--- src/rtl/pfd_pkg.sv ---
package pfd_pkg;

    typedef enum logic [1:0] {
        DIR_NONE = 2'd0,
        DIR_UP   = 2'd1,
        DIR_DN   = 2'd2
    } err_dir_e;

    typedef struct packed {
        logic up;
        logic dn;
    } req_t;

    function automatic err_dir_e classify(input logic up_n, input logic dn_n);
        if (!up_n && dn_n)
            return DIR_UP;
        else if (up_n && !dn_n)
            return DIR_DN;
        else
            return DIR_NONE;
    endfunction

endpackage

--- src/rtl/pfd_edge_det.sv ---
module pfd_edge_det (
    input  logic clk,
    input  logic rst,
    input  logic lvl,
    output logic rise
);
    logic prev_q;

    always_ff @(posedge clk) begin
        if (rst)
            prev_q <= 1'b0;
        else
            prev_q <= lvl;
    end

    assign rise = lvl & ~prev_q;
endmodule

--- src/rtl/pfd_flags.sv ---
module pfd_flags
    import pfd_pkg::*;
(
    input  logic clk,
    input  logic rst,
    input  logic ref_rise,
    input  logic fb_rise,
    output req_t req
);
    req_t req_q;

    always_ff @(posedge clk) begin
        if (rst) begin
            req_q <= '0;
        end else if (req_q.up && req_q.dn) begin
            req_q <= '0;
        end else begin
            if (ref_rise && !fb_rise)
                req_q.up <= 1'b1;
            if (fb_rise && !ref_rise)
                req_q.dn <= 1'b1;
        end
    end

    assign req = req_q;


    mutual_clear_chk: assert property (@(posedge clk) disable iff (rst)
        (req_q.up && req_q.dn) |=> (!req_q.up && !req_q.dn));


    coincident_ignored_chk: assert property (@(posedge clk) disable iff (rst)
        (!req_q.up && !req_q.dn && ref_rise && fb_rise) |=> (!req_q.up && !req_q.dn));


    up_hold_chk: assert property (@(posedge clk) disable iff (rst)
        (req_q.up && !req_q.dn) |=> req_q.up);


    dn_hold_chk: assert property (@(posedge clk) disable iff (rst)
        (req_q.dn && !req_q.up) |=> req_q.dn);
endmodule

--- src/rtl/pfd_avg.sv ---
module pfd_avg
    import pfd_pkg::*;
#(
    parameter int WINDOW = 1024
) (
    input  logic                              clk,
    input  logic                              rst,
    input  logic                              up_n,
    input  logic                              dn_n,
    output logic signed [$clog2(WINDOW+1):0]  err_sum,
    output logic                              err_valid
);
    localparam int ACC_W = $clog2(WINDOW + 1) + 1;
    localparam int CNT_W = (WINDOW > 1) ? $clog2(WINDOW) : 1;
    localparam logic [CNT_W-1:0] LAST = CNT_W'(WINDOW - 1);

    logic [CNT_W-1:0]        cnt_q;
    logic signed [ACC_W-1:0] acc_q;
    logic signed [ACC_W-1:0] step;
    err_dir_e                dir;

    always_comb begin
        dir = classify(up_n, dn_n);
        case (dir)
            DIR_UP:  step = ACC_W'(1);
            DIR_DN:  step = -ACC_W'(1);
            default: step = '0;
        endcase
    end

    always_ff @(posedge clk) begin
        if (rst) begin
            cnt_q     <= '0;
            acc_q     <= '0;
            err_sum   <= '0;
            err_valid <= 1'b0;
        end else if (cnt_q == LAST) begin
            cnt_q     <= '0;
            acc_q     <= '0;
            err_sum   <= acc_q + step;
            err_valid <= 1'b1;
        end else begin
            cnt_q     <= cnt_q + 1'b1;
            acc_q     <= acc_q + step;
            err_valid <= 1'b0;
        end
    end


    strobe_single_chk: assert property (@(posedge clk) disable iff (rst)
        err_valid |=> !err_valid);


    sum_bound_chk: assert property (@(posedge clk) disable iff (rst)
        err_valid |-> ((err_sum <= WINDOW) && (err_sum >= -WINDOW)));
endmodule

--- src/rtl/pfd_sampled_top.sv ---
module pfd_sampled_top
    import pfd_pkg::*;
#(
    parameter int WINDOW = 1024
) (
    input  logic                              clk,
    input  logic                              rst,
    input  logic                              ref_in,
    input  logic                              fb_in,
    output logic                              up_n,
    output logic                              dn_n,
    output logic signed [$clog2(WINDOW+1):0]  err_sum,
    output logic                              err_valid
);
    localparam int NUM_IN = 2;

    logic [NUM_IN-1:0] lvl;
    logic [NUM_IN-1:0] rise;
    req_t              req;

    assign lvl = {fb_in, ref_in};

    generate
        for (genvar i = 0; i < NUM_IN; i++) begin : g_edge
            pfd_edge_det u_edge (
                .clk  (clk),
                .rst  (rst),
                .lvl  (lvl[i]),
                .rise (rise[i])
            );
        end
    endgenerate

    pfd_flags u_flags (
        .clk      (clk),
        .rst      (rst),
        .ref_rise (rise[0]),
        .fb_rise  (rise[1]),
        .req      (req)
    );

    assign up_n = ~req.up;
    assign dn_n = ~req.dn;

    pfd_avg #(.WINDOW(WINDOW)) u_avg (
        .clk       (clk),
        .rst       (rst),
        .up_n      (up_n),
        .dn_n      (dn_n),
        .err_sum   (err_sum),
        .err_valid (err_valid)
    );


    reset_idle_chk: assert property (@(posedge clk)
        rst |=> (up_n && dn_n && !err_valid && (err_sum == 0)));


    both_low_once_chk: assert property (@(posedge clk) disable iff (rst)
        (!up_n && !dn_n) |=> (up_n && dn_n));


    no_rise_stable_chk: assert property (@(posedge clk) disable iff (rst)
        (up_n != dn_n && !rise[0] && !rise[1]) |=> ($stable(up_n) && $stable(dn_n)));
endmodule

--- config.mk ---
export PLATFORM = sky130hd
export DESIGN_NAME = pfd_sampled_top
export DESIGN_NICKNAME = d
export VERILOG_FILES = /design/src/rtl/pfd_pkg.sv /design/src/rtl/pfd_edge_det.sv /design/src/rtl/pfd_flags.sv /design/src/rtl/pfd_avg.sv /design/src/rtl/pfd_sampled_top.sv
export SDC_FILE = /design/constraint.sdc
export NUM_CORES = 1
export LEC_CHECK = 0
export BUFFER_PORTS_ARGS = -buffer_cell sky130_fd_sc_hd__buf_4
export CELL_PAD_IN_SITES_DETAIL_PLACEMENT = 1
export CELL_PAD_IN_SITES_GLOBAL_PLACEMENT = 1
export CORE_MARGIN = 1
export CORE_UTILIZATION = 44
export DETAILED_ROUTE_END_ITERATION = 10
export PLACE_DENSITY_LB_ADDON = 0.12
export SETUP_SLACK_MARGIN = 0.4
export SLEW_MARGIN = 20
export SYNTH_ARGS = -nofsm -noshare
export SYNTH_HDL_FRONTEND = slang
export SYNTH_SLANG_ARGS = --single-unit
--- constraint.sdc ---
create_clock -name clk -period 3.2 [get_ports clk]
set_clock_uncertainty 0.15 [all_clocks]
set_input_delay 0.64 -clock clk [delete_from_list [all_inputs] [get_ports clk]]
set_output_delay 0.64 -clock clk [all_outputs]
set_load 0.02 [all_outputs]
==> impl_metrics.json <==
{
  "worst-path-max-fanout": 4,
  "dpl.hpwl_um": 3107,
  "wl_per_cell_um": 15.18,
  "synth_warnings": 0,
  "dieHeight_um": 68.78,
  "die_w_um": 68.78,
  "powerDensity_nw_per_um2": 529.7,
  "io-pin-count": 19,
  "dieArea_um2": 4730,
  "nets": 241,
  "areaGrowthSynthToFinish_pct": 10.20,
  "overflow": 0,
  "min_from": "u_avg.err_sum[9]",
  "grt_pass1_vias": 1512,
  "period_share_pct": 78.72,
  "cts_tree": "done",
  "placementRows": 23,
  "rsz0062_at_grt": "false",
  "p_comb_share_pct": 18.5,
  "antenna_found_initial": 0,
  "grt_start_max_net_pins": 21,
  "r2r_start": "u_flags.req[1]",
  "setup-tns-final_ns": 0,
  "maxCapViolations": 0,
  "ys.flop_type": "dfxtp_1",
  "finalHoldViolations": 0,
  "firstDrtPassIters": 4,
  "synth_area_per_cell_um2": 8.918,
  "clk_pin_slew_ns": 0.07,
  "switchingPower_w": 0.0003323,
  "cts_max_level": 2,
  "status": "completed",
  "track_usage_pct": 20.61,
  "cts_max_path_buffers": 2,
  "hold_path_depth": 2,
  "ir_worst_vdd_mv": 0.2321,
  "first_iter_violations": 30,
  "hold_end": "u_avg.err_sum[9]",
  "synth_top_area_cell": "dfxtp_1",
  "synth-seq-cells": 39,
  "start_util_pct": 47.34,
  "preCtsSetupSlack_ns": 0.6137,
  "reg2reg_slack_ns": 0.68,
  "drt-total-wl_um": 4282,
  "clock_power_share_pct": 31.2,
  "ys_async_sr_fraction_pct": 0,
  "synth_edf_count": 0,
  "setup_viol": 0,
  "rr_worst_depth": 11,
  "yosysMostFrequentCell": "dfxtp_1",
  "rr_endpoint": "u_avg.acc_q[6]",
  "critPathLaunchType": "flop",
  "timing.fmax_mhz": 397.0,
  "timing.final.max_slew_violations": 0,
  "arrival_ns": 2.52,
  "grt_pass1_wl_um": 7058,
  "sequentialPowerShare_pct": 50.3,
  "synth_cell_type_count": 46,
  "p_leak_nw": 0.8483,
  "cp.required_ns": 3.20,
  "netlist_area_um2": 1962,
  "hold_path.class": "flop to flop",
  "switching_share_pct": 29.01,
  "fp.coreArea_um2": 4144,
  "cts_hold_buffers": 0,
  "path_class": "flop to flop",
  "cts_num_sinks": 39,
  "layout-drive-gt1-share_pct": 14.66,
  "end_kind": "flop",
  "post-route-drc-count": 0,
  "synthTopCellsByCount": "39 x dfxtp_1, 25 x nor2_1, 17 x nand2_1, 17 x xnor2_1, 14 x o21ai_1",
  "gp_congestion": 0.7589,
  "synth_seq_area_share_pct": 39.80,
  "period_minus_slack_ns": 2.519,
  "io_buffers": 18,
  "tightestPinTransition_ns": 0.6896,
  "synth_nets": 230,
  "synth_top_area_share_pct": 39.80,
  "cts_buffers": 5,
  "power.internal_w": 0.0008130,
  "worst_slack_ns": 0.6811,
  "clkLatencyLatePin_ns": 0.29,
  "yosys-top-cells-area": "dfxtp_1 40%, xnor2_1 7.6%, nor2_1 4.8%",
  "max_slew_margin_pct": 54.02,
  "antenna_left": 0,
  "diodes": 0,
  "synth_cells": 220,
  "viasPerCell": 5.518,
  "cts_root_buf": "clkbuf_8",
  "via_count": 1556
}
[cells by family (layout without fill, tap and decap cells)]
family / after synthesis / count (layout) / share of synthesized area, %
AND/OR/NAND/NOR: 83 / 83 / 22.07
AO/OA/AOI/OAI: 44 / 44 / 14.99
flip-flops: 39 / 39 / 39.80
XOR/XNOR: 26 / 26 / 11.61
buffers and inverters: 20 / 32 / 6.631
adder cells (fa/ha/maj): 6 / 6 / 3.826
multiplexers: 2 / 2 / 1.084
[state kept, by name (all words and copies together), names as in the netlist]
register              cells
u_avg.err_sum            12
u_avg.err_valid           1
u_avg.acc_q              12
g_edge.u_edge.prev_q      2
u_avg.cnt_q              10
u_flags.req               2
[cells in the final DEF (no fill, tap or decap), drive strengths merged, types with 3 or more instances in the layout]
cell type and n:
nand2 17, a31oi 3, nor3b 4, xnor2 17
inv 4, a21oi 4, xor2 9, o21ai 19
dfxtp 39, and2 5, o21a 4, buf 20
nor2 25, nor2b 7, a32o 3, nand4 3
clkbuf 8, ha 6, and3 3, nor3 3
nand3 7
[worst max-delay path by stage]
stage | from | end | slack, ns | cells past startpoint
floorplan | u_flags.req[1] | u_avg.err_sum[6] | 0.65 | 12
global placement | u_flags.req[0] | u_avg.acc_q[6] | 0.66 | 9
detailed placement | u_flags.req[0] | u_avg.err_sum[6] | 0.61 | 9
CTS | u_flags.req[1] | u_avg.err_sum[6] | 0.55 | 10
global route | u_flags.req[1] | u_avg.err_sum[6] | 0.48 | 9
finish | u_flags.req[1] | u_avg.acc_q[6] | 0.68 | 11
[area by class of cell]
class,instances,area (µm²)
flip-flops and latches,39,780.7
repair buffers,20,150.1
well taps,50,62.56
multi-input cells,161,1054
fillers,498,1982
inverters,4,15.01
clock buffers,8,100.1
[worst max-delay path: stages (launching register included)]
cell	delay (ns)
dfxtp_1	0.33
inv_1	0.08
ha_1	0.28
inv_1	0.04
ha_1	0.20
ha_1	0.22
nor3b_1	0.15
o21ai_1	0.23
a211oi_1	0.11
nor3b_1	0.31
xor2_1	0.23
nor2_1	0.06
[repair_timing]
item | 4_1_cts | 5_1_grt
buffers inserted | 0 | 0
setup endpoints to repair | 0 | 6
gates resized for setup | 0 | 1
hold endpoints to repair | 0 | 0
[routing by layer]
layer	vias up	share of wire (%)	global-route usage (%)
met2	21	49	36.15
met4	0	0.84	4.592
met5	-	0	0
met3	4	3.0	5.099
li1	770	-	-
met1	761	48	25.30
[metrics by stage]
step                      util (%)  hold slack [ns]  std cells  power [W]  cell area [µm²]
after CTS                    52.11           0.3074        282   0.001157             2160
final                        52.17           0.3006        282   0.001145             2162
after floorplan                  -           0.2802        220  0.0007637             1962
after detailed placement     49.70           0.2974        274  0.0007968             2059
after global routing         52.17           0.3266        282   0.001209             2162
after global placement       49.70           0.2837        274  0.0007899             2059
[power groups by stage]
stage	combinational (W)	sequential [W]	clock (W)
finish	0.000212	0.000576	0.000357
global route	0.000236	0.000583	0.000390
CTS	0.000213	0.000576	0.000368
detailed placement	0.000210	0.000587	0
global placement	0.000205	0.000585	0
floorplan	0.000216	0.000547	0
No activity file was read; power rests on OpenSTA's default activity.
